**src/rtl/fpm_pkg.sv**
```systemverilog
package fpm_pkg;
    typedef enum logic [1:0] {
        ST_ON     = 2'd0,
        ST_SLEEP  = 2'd1,
        ST_WAKE   = 2'd2,
        ST_FORCED = 2'd3
    } pwr_state_t;
endpackage

```
**src/rtl/fpm_fn_fsm.sv**
```systemverilog
module fpm_fn_fsm
    import fpm_pkg::*;
#(
    parameter int IDLE_W = 16,
    parameter int WAKE_W = 4
) (
    input  logic              clk,
    input  logic              rst_n,
    input  logic              card_pwrdn,
    input  logic              auto_en,
    input  logic [IDLE_W-1:0] idle_limit,
    input  logic [WAKE_W-1:0] wake_cycles,
    input  logic              host_sel,
    output logic              fn_sel,
    output logic              wait_req,
    output logic              ones_req,
    output logic              pwr_on
);
    pwr_state_t        state, state_n;
    logic [IDLE_W-1:0] cnt, cnt_n;
    logic [IDLE_W-1:0] wake_last;
    logic              idle_hit;

    assign wake_last = (wake_cycles == '0) ? '0 : (IDLE_W'(wake_cycles) - IDLE_W'(1));
    assign idle_hit  = auto_en && (idle_limit != '0) && (cnt == idle_limit - IDLE_W'(1));

    // state register
    always_ff @(posedge clk or negedge rst_n) begin
        if (!rst_n) begin
            state <= ST_ON;
            cnt   <= '0;
        end else begin
            state <= state_n;
            cnt   <= cnt_n;
        end
    end

    // transitions
    always_comb begin
        state_n = state;
        cnt_n   = cnt;
        if (card_pwrdn) begin
            state_n = ST_FORCED;
            cnt_n   = '0;
        end else begin
            unique case (state)
                ST_ON: begin
                    if (host_sel) begin
                        cnt_n = '0;
                    end else if (idle_hit) begin
                        state_n = ST_SLEEP;
                        cnt_n   = '0;
                    end else begin
                        cnt_n = cnt + IDLE_W'(1);
                    end
                end
                ST_SLEEP: begin
                    if (host_sel) begin
                        state_n = ST_WAKE;
                        cnt_n   = '0;
                    end
                end
                ST_WAKE: begin
                    if (cnt >= wake_last) begin
                        state_n = ST_ON;
                        cnt_n   = '0;
                    end else begin
                        cnt_n = cnt + IDLE_W'(1);
                    end
                end
                ST_FORCED: begin
                    state_n = ST_SLEEP;
                    cnt_n   = '0;
                end
                default: begin
                    state_n = ST_FORCED;
                    cnt_n   = '0;
                end
            endcase
        end
    end

    // outputs
    always_comb begin
        fn_sel   = 1'b0;
        wait_req = 1'b0;
        ones_req = host_sel && card_pwrdn;
        pwr_on   = 1'b0;
        unique case (state)
            ST_ON: begin
                pwr_on = 1'b1;
                fn_sel = host_sel && !card_pwrdn;
            end
            ST_WAKE: begin
                pwr_on   = 1'b1;
                wait_req = host_sel && !card_pwrdn;
            end
            ST_SLEEP, ST_FORCED: begin
                wait_req = host_sel && !card_pwrdn;
            end
            default: begin
                pwr_on = 1'b0;
            end
        endcase
    end


    forced_entry_chk: assert property (@(posedge clk) disable iff (!rst_n)
        card_pwrdn |=> (state == ST_FORCED && !pwr_on));


    access_keeps_on_chk: assert property (@(posedge clk) disable iff (!rst_n)
        (state == ST_ON && host_sel && !card_pwrdn) |=> (state == ST_ON));


    sleep_wake_chk: assert property (@(posedge clk) disable iff (!rst_n)
        (state == ST_SLEEP && host_sel && !card_pwrdn) |=> (state == ST_WAKE && !fn_sel));


    forced_release_chk: assert property (@(posedge clk) disable iff (!rst_n)
        (state == ST_FORCED && !card_pwrdn) |=> (state == ST_SLEEP && !pwr_on));
endmodule

```
**src/rtl/fpm_clk_ctl.sv**
```systemverilog
module fpm_clk_ctl #(
    parameter int DIV_W = 2
) (
    input  logic             clk,
    input  logic             rst_n,
    input  logic             pwr_on,
    input  logic             clk_stop,
    input  logic [DIV_W-1:0] clk_div,
    output logic             clk_en
);
    localparam int CW = (1 << DIV_W) - 1;

    logic [CW-1:0] phase;
    logic [CW-1:0] mask;

    always_ff @(posedge clk or negedge rst_n) begin
        if (!rst_n) phase <= '0;
        else        phase <= phase + CW'(1);
    end

    always_comb begin
        mask   = CW'((1 << clk_div) - 1);
        clk_en = pwr_on && !clk_stop && ((phase & mask) == '0);
    end


    div_gap_chk: assert property (@(posedge clk) disable iff (!rst_n)
        (clk_en && clk_div != '0) |=> (!clk_en || clk_div != $past(clk_div)));


    stop_hold_chk: assert property (@(posedge clk) disable iff (!rst_n)
        (clk_stop && $past(clk_stop)) |-> !clk_en);
endmodule

```
**src/rtl/fpm_host_mux.sv**
```systemverilog
module fpm_host_mux #(
    parameter int NFN = 2,
    parameter int DW  = 8
) (
    input  logic [NFN-1:0]    fn_sel_v,
    input  logic [NFN-1:0]    wait_v,
    input  logic [NFN-1:0]    ones_v,
    input  logic [NFN*DW-1:0] fn_rdata,
    output logic              host_wait,
    output logic [DW-1:0]     host_rdata
);
    always_comb begin
        host_wait  = |wait_v;
        host_rdata = '0;
        for (int i = 0; i < NFN; i++) begin
            if (ones_v[i])
                host_rdata = '1;
            else if (fn_sel_v[i])
                host_rdata = fn_rdata[i*DW +: DW];
        end
    end
endmodule

```
**src/rtl/fn_power_mgr.sv**
```systemverilog
module fn_power_mgr #(
    parameter int NFN    = 2,
    parameter int DW     = 8,
    parameter int IDLE_W = 16,
    parameter int WAKE_W = 4,
    parameter int DIV_W  = 2
) (
    input  logic                  clk,
    input  logic                  rst_n,
    input  logic                  card_pwrdn,
    input  logic [NFN-1:0]        auto_en,
    input  logic [NFN*IDLE_W-1:0] idle_limit,
    input  logic [NFN*WAKE_W-1:0] wake_cycles,
    input  logic [NFN-1:0]        clk_stop,
    input  logic [NFN*DIV_W-1:0]  clk_div,
    input  logic [NFN-1:0]        host_sel,
    input  logic [NFN*DW-1:0]     fn_rdata,
    output logic                  host_wait,
    output logic [DW-1:0]         host_rdata,
    output logic [NFN-1:0]        fn_sel,
    output logic [NFN-1:0]        fn_pwr_on,
    output logic [NFN-1:0]        fn_clk_en
);
    logic [NFN-1:0] wait_v;
    logic [NFN-1:0] ones_v;

    for (genvar g = 0; g < NFN; g++) begin : g_fn
        fpm_fn_fsm #(
            .IDLE_W(IDLE_W),
            .WAKE_W(WAKE_W)
        ) u_fsm (
            .clk        (clk),
            .rst_n      (rst_n),
            .card_pwrdn (card_pwrdn),
            .auto_en    (auto_en[g]),
            .idle_limit (idle_limit[g*IDLE_W +: IDLE_W]),
            .wake_cycles(wake_cycles[g*WAKE_W +: WAKE_W]),
            .host_sel   (host_sel[g]),
            .fn_sel     (fn_sel[g]),
            .wait_req   (wait_v[g]),
            .ones_req   (ones_v[g]),
            .pwr_on     (fn_pwr_on[g])
        );

        fpm_clk_ctl #(
            .DIV_W(DIV_W)
        ) u_clk (
            .clk     (clk),
            .rst_n   (rst_n),
            .pwr_on  (fn_pwr_on[g]),
            .clk_stop(clk_stop[g]),
            .clk_div (clk_div[g*DIV_W +: DIV_W]),
            .clk_en  (fn_clk_en[g])
        );
    end

    fpm_host_mux #(
        .NFN(NFN),
        .DW (DW)
    ) u_mux (
        .fn_sel_v  (fn_sel),
        .wait_v    (wait_v),
        .ones_v    (ones_v),
        .fn_rdata  (fn_rdata),
        .host_wait (host_wait),
        .host_rdata(host_rdata)
    );


    wait_excl_sel_chk: assert property (@(posedge clk) disable iff (!rst_n)
        host_wait |-> (fn_sel == '0));


    pwrdn_ones_chk: assert property (@(posedge clk) disable iff (!rst_n)
        (card_pwrdn && host_sel != '0) |-> (host_rdata == '1 && !host_wait));


    sel_onehot_chk: assert property (@(posedge clk) disable iff (!rst_n)
        $onehot0(host_sel));
endmodule

```
**config.mk**
```make
export PLATFORM = sky130hd
export DESIGN_NAME = fn_power_mgr
export DESIGN_NICKNAME = d
export VERILOG_FILES = /design/src/rtl/fpm_pkg.sv /design/src/rtl/fpm_fn_fsm.sv /design/src/rtl/fpm_clk_ctl.sv /design/src/rtl/fpm_host_mux.sv /design/src/rtl/fn_power_mgr.sv
export SDC_FILE = /design/constraint.sdc
export NUM_CORES = 1
export LEC_CHECK = 0
export ABC_AREA = 1
export BUFFER_PORTS_ARGS = -buffer_cell sky130_fd_sc_hd__buf_2
export CAP_MARGIN = 40
export CORE_MARGIN = 2
export CORE_UTILIZATION = 40
export DETAILED_ROUTE_END_ITERATION = 12
export GPL_ROUTABILITY_DRIVEN = 0
export SYNTH_ARGS = -nofsm -noshare
export SYNTH_HDL_FRONTEND = slang
export SYNTH_SLANG_ARGS = --single-unit
```
**constraint.sdc**
```tcl
create_clock -name clk -period 3 [get_ports clk]
set_input_delay 0.3 -clock clk [delete_from_list [all_inputs] [get_ports clk]]
set_output_delay 0.3 -clock clk [all_outputs]
set_load 0.005 [all_outputs]
```
==> results of run 1 <==
routing by layer:
metal | vias to the layer above | wire length (um) | GRT usage [%]
met5 | - | 0 | 0
met4 | 0 | 87 | 3.17
met3 | 9 | 488 | 1.92
met2 | 87 | 5050 | 30.8
met1 | 2189 | 6260 | 27.0
li1 | 2821 | - | -
metrics by stage:
step | instances | setup slack (ns) | power (W) | hold slack [ns]
after detailed placement | 1088 | 0.793 | 0.00149 | 0.230
after CTS | 1097 | 0.569 | 0.00203 | 0.460
after global placement | 1087 | 0.798 | 0.00149 | 0.453
after floorplan | 849 | 1.07 | 0.00128 | 0.00441
after global routing | 1097 | 0.391 | 0.00219 | 0.481
final | 1097 | 0.563 | 0.00200 | 0.456
cells in the mapped netlist, types with 2 or more instances:
library cell / n
nand2_1: 302
nor2_1: 101
inv_1: 82
ha_1: 47
a21oi_1: 44
nand3_1: 44
dfrtp_1: 42
o21ai_0: 22
xor2_1: 21
nand4_1: 14
xnor2_1: 14
nor2_2: 13
nor3_1: 12
nand3b_1: 10
buf_4: 6
inv_2: 5
nand3_2: 5
buf_2: 4
nand2_2: 4
nor2_4: 4
nor3b_1: 3
or2_2: 3
buf_6: 2
clkbuf_1: 2
clkinv_1: 2
nand2_4: 2
o211ai_1: 2
o21ai_1: 2
o21bai_1: 2
o22ai_1: 2
area by class of cell:
cell class	count	area [sq um]	share of cell area, %
multi-input combinational	702	3630	62.2
inverter	89	334	5.73
tap	168	210	3.60
clock inverter	2	13.8	0.236
timing repair buffer	88	468	8.02
clock buffer	6	129	2.21
sequential	42	1050	18.0
cells by family after synthesis:
family | synth area share, %
AO/OA/AOI/OAI | 8.28
buffers and inverters | 8.70
flip-flops | 20.9
XOR/XNOR | 6.09
AND/OR/NAND/NOR | 44.3
other | 0.0745
adder cells (fa/ha/maj) | 11.7
sequential cells by signal, summed over array words and instances, names as in the netlist:
register          flops
g_fn.u_fsm.state      4
g_fn.u_clk.phase      6
g_fn.u_fsm.cnt       32
worst max-delay path by stage:
stage | slack (ns) | end | depth (start not counted)
after global placement | 0.80 | g_fn[0].u_fsm.cnt[8] | 15
after detailed placement | 0.79 | g_fn[0].u_fsm.cnt[13] | 15
after CTS | 0.57 | host_rdata[3] | 7
after global routing | 0.39 | host_rdata[3] | 7
final | 0.56 | host_rdata[3] | 7
after floorplan | 1.07 | g_fn[0].u_fsm.cnt[8] | 15
repair_timing:
item,CTS,global route
buffers inserted,0,0
endpoints found under the hold margin,13,0
hold buffers,1,0
where the power goes:
group,switching [W],internal (W)
sequential,0.0000448,0.000607
clock,0.000220,0.000309
combinational,0.000521,0.000301
==> results.yml, run 1 <==
outcome:
  status: "completed"
synth:
  synth_ff_type: "dfrtp_1"
  ys_ff_latch: 42
  synth_top_area_share_pct: 22.5
  syn_inst: 826
  synth_async_sr_flop_share_pct: 100
  syn_area_per_cell_sq_um: 6.09
  seq_area_frac_synth_pct: 20.9
  yosys-top-cells-area: "nand2_1 23%, dfrtp_1 21%, ha_1 12%"
  synthDistinctLibCells: 38
  yosys_warnings: 0
  synth_area_sq_mm: 0.00503
  synth_edf_count: 0
  synth_area_leader_cell: "nand2_1"
critical_path:
  cpMaxStageDelayCell: "dfrtp_1"
  r2r_setup_slack_ns: 0.87
  path_class: "reg2out"
  path_cells: "inv_1, ha_1, inv_1, nor2_2, clkinv_1, a41oi_1, buf_2"
  crit_path_end_kind: "output pin"
  rr_startpoint: "g_fn[1].u_fsm.cnt[15]"
  reg2reg_to: "g_fn[1].u_fsm.cnt[10]"
  path_buf_inv: 4
  reg2regPathDepth: 10
  cpLargestDelayFamily: "buffers and inverters"
  crit_top_cell: "inv_1"
  worst_ep_arrival_time_ns: 2.14
  cp-startpoint: "g_fn[1].u_fsm.state[0]"
  slowest_delay_ns: 0.40
  startpoint_type: "flip-flop"
  crit_path_max_fanout: 10
  critPathRequiredTime_ns: 2.70
placed_design:
  place_area_sq_mm: 0.00568
  place_hpwl_um: 9740
  portBuffers: 83
cells_and_area:
  drive_above_1_share_pct: 14.2
  final_nets: 1044
  final_area_sq_mm: 0.00583
  area_growth_pct: 16.0
  fillerInstances: 1299
  n_antenna_cell: 0
  layout_common_cells: "302 x nand2_1, 101 x nor2_1, 83 x buf_2"
  final_core_util_pct: 48.0
  final_common_cell: "nand2_1"
detailed_routing:
  drc: 0
  num_vias: 5106
  vias_per_cell: 4.65
  finalWirelength_um: 11900
  first_iter_violations: 259
  ant_nets: 0
  wl_per_cell_um: 10.8
  dr.pass1.iters: 5
cts:
  cts_tree: "done"
  cts-resized-gates: 0
  insertion_delay_ns: 0.29
  cts_buffers: 5
  cts_root_buf: "clkbuf_16"
  cts.reportedPaths.clkPinSlew_ns: 0.06
  cts_max_level: 2
  clkSinkCount: 42
  cts_max_path_buffers: 2
floorplan:
  die_w_um: 116
  die_area_sq_mm: 0.0135
  start_util_pct: 41.4
  core_sq_mm: 0.0122
  rows: 40
  die_h_um: 116
  io_pins: 84
pwr:
  p_leak_nw: 3.08
  power.density_mw_per_mm2: 343
  vdd_drop_max_v: 0.000208
global_routing:
  grt_pass1_wl_um: 20700
  grt_usage_pct: 18.7
  antenna_found_initial: 0
  overflow: 0
  grt_pass1_vias: 4676
  grt_start_max_net_pins: 30
sta:
  min_period_ns: 2.44
  hold_viol: 0
  max_freq_mhz: 410
  fin_crit_sh_pct: 81.2
  setup_viol: 0
  relSlewSlack_pct: 63.6
  rsz0062_at_grt: "false"
  clock_skew_ns: 0.00921
  worst_pin_slew_ns: 0.544
  drv_slew: 0
  fin_tns_setup_ns: 0
run:
  drv_cap: 0
worst_hold_path:
  min_path_type: "in2async"
Note: power is estimated with default switching activity, not from simulation.
==> run 2: changes to the inputs <==
--- a/config.mk
+++ b/config.mk
@@ -5,7 +5,7 @@
 export SDC_FILE = /design/constraint.sdc
 export NUM_CORES = 1
 export LEC_CHECK = 0
-export ABC_AREA = 1
+export ABC_AREA = 0
 export BUFFER_PORTS_ARGS = -buffer_cell sky130_fd_sc_hd__buf_2
 export CAP_MARGIN = 40
 export CORE_MARGIN = 2
==> constraint.sdc (replaced) <==
create_clock -name clk -period 2.2 [get_ports clk]
set_input_delay 0.22 -clock clk [delete_from_list [all_inputs] [get_ports clk]]
set_output_delay 0.22 -clock clk [all_outputs]
set_load 0.005 [all_outputs]
==> results.yml, run 2 <==
cts:
  cts.reportedPaths.clkPinSlew_ns: 0.08
  cts_max_path_buffers: 2
  cts_tree: "done"
  cts_max_level: 2
  clkSinkCount: 42
  insertion_delay_ns: 0.31
  cts_root_buf: "clkbuf_8"
  cts_buffers: 5
synth:
  synthAdderAreaFrac_pct: 13.1
  synth-xor-area-share_pct: 7.59
  synthDistinctLibCells: 60
  yosys_warnings: 0
  synth_edf_count: 0
  seq_area_frac_synth_pct: 23.4
  synth_compound_area_share_pct: 22.2
  synth_ff_type: "dfrtp_1"
  synth_top_family_by_area: "simple AND/OR/NAND/NOR gates"
  synth_area_sq_mm: 0.00450
  syn_inst: 551
  synth_top_area_share_pct: 23.4
  yosys.area_share.simple_pct: 25.7
  yosys-top-cells-count: "47 x ha_1, 47 x o21ai_0, 45 x nor2_1"
  synth_area_leader_cell: "dfrtp_1"
  ys_ff_latch: 42
  yosys-top-cells-area: "dfrtp_1 23%, ha_1 13%, o21ai_0 5.2%"
  synth_async_sr_flop_share_pct: 100
  muxShareOfSynthArea_pct: 3.28
  syn_area_per_cell_sq_um: 8.17
critical_path:
  rr_startpoint: "g_fn[0].u_fsm.cnt[4]"
  crit_path_end_kind: "flip-flop"
  reg2regPathDepth: 13
  worst_ep_arrival_time_ns: 3.17
  reg2reg_to: "g_fn[0].u_fsm.cnt[7]"
  crit_path_max_fanout: 7
  path_class: "in2reg"
  startpoint_type: "primary input"
  critPathRequiredTime_ns: 2.41
  r2r_setup_slack_ns: -0.68
placed_design:
  portBuffers: 83
  place_hpwl_um: 9900
  place_area_sq_mm: 0.00611
  dp_cells: 894
  dpl_worst_slack_ns: -1.09
sta:
  whs_ns: 0.268
  min_period_ns: 2.96
  clock_skew_ns: 0.00395
  fin_crit_sh_pct: 135
  hold_viol: 0
  setup_viol: 36
  rsz0062_at_grt: "true"
  max_freq_mhz: 338
  drv_slew: 0
  setup_slack_ns: -0.762
pwr:
  p_seq_share_pct: 26.3
  switchingPower_w: 0.00107
  combPwrFrac_pct: 49.5
  p_leak_nw: 3.46
  switching_share_pct: 33.3
  vdd_drop_max_v: 0.000335
  p_clk_share_pct: 24.2
  p_int_w: 0.00214
  power.density_mw_per_mm2: 462
global_routing:
  grt_start_max_net_pins: 21
  grt_pass1_vias: 4860
  antenna_found_initial: 0
  grt_pass1_wl_um: 21800
  grt_usage_pct: 22.8
  overflow: 0
cells_and_area:
  final_area_sq_mm: 0.00693
  layout_common_cells: "124 x buf_4, 76 x buf_2, 42 x nor2_1, 42 x dfrtp_1, 40 x ha_1"
  stdcell_count: 925
  n_antenna_cell: 0
  largest_reg_flops: 32
  final_common_cell: "buf_4"
  drive_above_1_share_pct: 40.4
  largestRegisters: "g_fn.u_fsm.cnt: 32 flops, g_fn.u_clk.phase: 6 flops, g_fn.u_fsm.state: 4 flops"
  area_growth_pct: 54.0
  top_register: "g_fn.u_fsm.cnt"
  final_nets: 900
detailed_routing:
  finalWirelength_um: 13200
  num_vias: 4893
  dr.pass1.iters: 4
  vias_per_cell: 5.29
  drc: 0
  first_iter_violations: 200
  wl_per_cell_um: 14.3
  ant_nets: 0
floorplan:
  start_util_pct: 41.3
  die_h_um: 110
  rows: 38
  core_sq_mm: 0.0109
  die_w_um: 110
  die_area_sq_mm: 0.0121
  io_pins: 84
worst_hold_path:
  hold-path-cell-count: 3
  min_path_type: "in2reg"
  min-delay-start: "host_sel[1]"
  min_to: "g_fn[1].u_fsm.state[1]"
run:
  drv_cap: 0
outcome:
  violations: "setup timing"
  status: "finished, violations left"
run 2: cells by family (layout without fill, tap and decap cells):
group | count (synthesis) | in the layout
other | 1 | 24
AO/OA/AOI/OAI | 155 | 155
adder cells (fa/ha/maj) | 47 | 47
XOR/XNOR | 39 | 39
buffers and inverters | 44 | 255
AND/OR/NAND/NOR | 209 | 209
flip-flops | 42 | 42
multiplexers | 14 | 14
run 2: metal layers:
metal	track usage (%)	share of wire (%)	vias to the layer above
met1	25.9	42	2298
met2	43.5	53	92
li1	-	-	2485
met3	2.82	2.9	18
met4	7.50	2.4	0
met5	0	0	-
run 2: repair_timing:
item	CTS	global route
gates resized for setup	56	46
setup buffers	11	9
pin swaps	37	44
endpoints found under the hold margin	18	0
hold buffers	1	0
setup endpoints to repair	36	42
cloned	6	0
run 2: worst max-delay path by stage:
stage	endpoint	from
after global placement	g_fn[0].u_fsm.cnt[14]	idle_limit[2]
after global routing	g_fn[0].u_fsm.cnt[14]	idle_limit[3]
after CTS	g_fn[0].u_fsm.cnt[14]	idle_limit[2]
after detailed placement	g_fn[0].u_fsm.cnt[7]	wake_cycles[1]
after floorplan	g_fn[0].u_fsm.cnt[14]	idle_limit[2]
final	g_fn[0].u_fsm.cnt[14]	idle_limit[3]
run 2: area by class of cell:
cell class / instances / area, sq um
fill: 928 / 3960
multi-input combinational: 488 / 3760
clock inverter: 2 / 60.1
sequential: 42 / 1050
clock buffer: 6 / 82.6
tap: 140 / 175
timing repair buffer: 225 / 1710
inverter: 22 / 88.8
run 2: power groups by stage:
stage	clock network, W	registers (W)	logic (W)
floorplan	0	0.000869	0.000699
global placement	0	0.000863	0.00114
detailed placement	0	0.000865	0.00118
CTS	0.000788	0.000845	0.00150
global route	0.000829	0.000851	0.00174
finish	0.000775	0.000844	0.00159
run 2: worst max-delay path, cell delays in order:
cell	delay (ns)
buf_6	0.09
or4_4	0.56
or4_4	0.55
nand2_2	0.08
mux2i_1	0.07
or4_4	0.54
and4b_1	0.32
nor4bb_4	0.07
buf_4	0.17
buf_12	0.13
a21o_1	0.17
a22o_1	0.19
run 2: metrics by stage:
| step | setup TNS [ns] | utilization (%) | total power, W |
|---|---|---|---|
| 2_1_floorplan | -17.79 | - | 0.00157 |
| 3_3_place_gp | -27.88 | 56.1 | 0.00200 |
| 3_5_place_dp | -32.17 | 56.1 | 0.00205 |
| 4_1_cts | -18.17 | 61.6 | 0.00313 |
| 5_1_grt | -22.71 | 63.7 | 0.00342 |
| 6_report | -17.64 | 63.7 | 0.00320 |
==> run 3: changes to the inputs <==
--- a/config.mk
+++ b/config.mk
@@ -12,6 +12,8 @@
 export CORE_UTILIZATION = 40
 export DETAILED_ROUTE_END_ITERATION = 12
 export GPL_ROUTABILITY_DRIVEN = 0
+export PLACE_DENSITY_LB_ADDON = 0.15
+export SKIP_CTS_REPAIR_TIMING = 1
 export SYNTH_ARGS = -nofsm -noshare
 export SYNTH_HDL_FRONTEND = slang
 export SYNTH_SLANG_ARGS = --single-unit
==> constraint.sdc (replaced) <==
create_clock -name clk -period 3.4 [get_ports clk]
set_input_delay 0.34 -clock clk [delete_from_list [all_inputs] [get_ports clk]]
set_output_delay 0.34 -clock clk [all_outputs]
set_load 0.005 [all_outputs]
==> results.yml, run 3 (synthesis gave the netlist of run 2 again) <==
sta:
  fin_tns_setup_ns: 0
  drv_slew: 0
  clock_skew_ns: 0.00504
  setup_slack_ns: 0.301
  max_freq_mhz: 323
  worst_pin_slew_ns: 0.579
  min_period_ns: 3.10
  setup_viol: 0
  rsz0062_at_grt: "false"
  whs_ns: -0.00835
  hold_viol: 6
  relSlewSlack_pct: 61.3
  fin_crit_sh_pct: 91.2
cells_and_area:
  drive_above_1_share_pct: 18.7
  largest_reg_flops: 32
  area_growth_pct: 19.1
  fillerInstances: 1090
  top_register: "g_fn.u_fsm.cnt"
  final_nets: 778
  final_core_util_pct: 49.2
  n_antenna_cell: 0
  stdcell_count: 802
  final_common_cell: "buf_2"
  largestRegisters: "g_fn.u_fsm.cnt: 32 flops, g_fn.u_clk.phase: 6 flops, g_fn.u_fsm.state: 4 flops"
  layout_common_cells: "83 x buf_2, 47 x o21ai_0, 47 x ha_1"
pwr:
  power.density_mw_per_mm2: 297
  total_power_w: 0.00159
  vdd_drop_max_v: 0.000187
  p_leak_nw: 2.68
placed_design:
  place_hpwl_um: 8850
  dpl_worst_slack_ns: -0.0528
  portBuffers: 83
  dp_cells: 795
global_routing:
  antenna_found_initial: 0
  grt_start_max_net_pins: 31
  grt_usage_pct: 18.8
  grt_pass1_wl_um: 18500
  grt_pass1_vias: 4165
  overflow: 0
cts:
  insertion_delay_ns: 0.30
  clkSinkCount: 42
  cts_buffers: 5
  cts.reportedPaths.clkPinSlew_ns: 0.09
  cts_max_level: 2
  cts_tree: "done"
  cts_root_buf: "clkbuf_8"
  cts_max_path_buffers: 2
outcome:
  status: "finished, violations left"
  violations: "hold timing"
floorplan:
  rows: 38
  core_sq_mm: 0.0109
  die_w_um: 110
  die_h_um: 110
  start_util_pct: 41.3
  io_pins: 84
  die_area_sq_mm: 0.0121
detailed_routing:
  ant_nets: 0
  dr.pass1.iters: 4
  vias_per_cell: 5.51
  finalWirelength_um: 11100
  wl_per_cell_um: 13.8
  drc: 0
  num_vias: 4416
  first_iter_violations: 219
critical_path:
  startpoint_type: "primary input"
  cp-startpoint: "idle_limit[2]"
  slowest_delay_ns: 0.56
  cpMaxStageDelayCell: "or4_1"
  critPathRequiredTime_ns: 3.59
  path_cells: "buf_2, or4_1, buf_4, or4_1, nand2_1, mux2i_1, or4_1, and4b_1, nor4bb_4, buf_12, a21o_1, a22o_1"
  crit_path_max_fanout: 30
  crit_path_end_kind: "flip-flop"
  path_class: "in2reg"
  crit_top_cell: "or4_1"
  rr_startpoint: "g_fn[0].u_fsm.cnt[5]"
  reg2regPathDepth: 11
  worst_ep_arrival_time_ns: 3.29
worst_hold_path:
  min_path_type: "in2async"
run:
  drv_cap: 0
-- run 3: routing by layer --
metal | track usage (%) | wire length (um)
met4 | 5.97 | 250
met1 | 22.3 | 4860
met2 | 35.2 | 5580
met3 | 2.00 | 368
met5 | 0 | 0
-- run 3: through the flow --
step / instance area [sq um] / hold slack, ns
after floorplan: 4590 / 0.0444
after global placement: 5210 / 0.435
after detailed placement: 5230 / 0.337
after CTS: 5350 / 0.00845
after global routing: 5360 / 0.0283
final: 5360 / -0.00835
-- run 3: path summary, 6_finish.rpt --
path,end,slack (ns)
worst max register to register,g_fn[0].u_fsm.cnt[12],0.37
min in group clk,g_fn[1].u_fsm.state[1],0.37
worst min-delay path,g_fn[0].u_fsm.cnt[1],-0.008
worst max-delay path,g_fn[0].u_fsm.cnt[14],0.30
max in group asynchronous,g_fn[1].u_fsm.cnt[13],2.90
worst min register to register,g_fn[0].u_clk.phase[0],0.45
-- run 3: critical path, delay by kind of cell --
kind / cells / cell delay, ns
and+or+nand+nor: 6 / 2.05
AOI/OAI and AO/OA: 2 / 0.38
buffers and inverters: 3 / 0.46
muxes: 1 / 0.06
-- run 3: cell type report --
type | instances | area (sq um) | area share, %
clock inverters | 1 | 30.0 | 0.560
well taps | 140 | 175 | 3.27
inverters | 22 | 82.6 | 1.54
flip-flops and latches | 42 | 1050 | 19.6
clock buffers | 6 | 82.6 | 1.54
repair buffers | 103 | 603 | 11.3
multi-input cells | 488 | 3330 | 62.2
-- run 3: report_power, final --
group / switching, W / total (W) / internal (W)
clock: 0.000181 / 0.000416 / 0.000235
sequential: 0.0000320 / 0.000560 / 0.000528
combinational: 0.000339 / 0.000614 / 0.000275
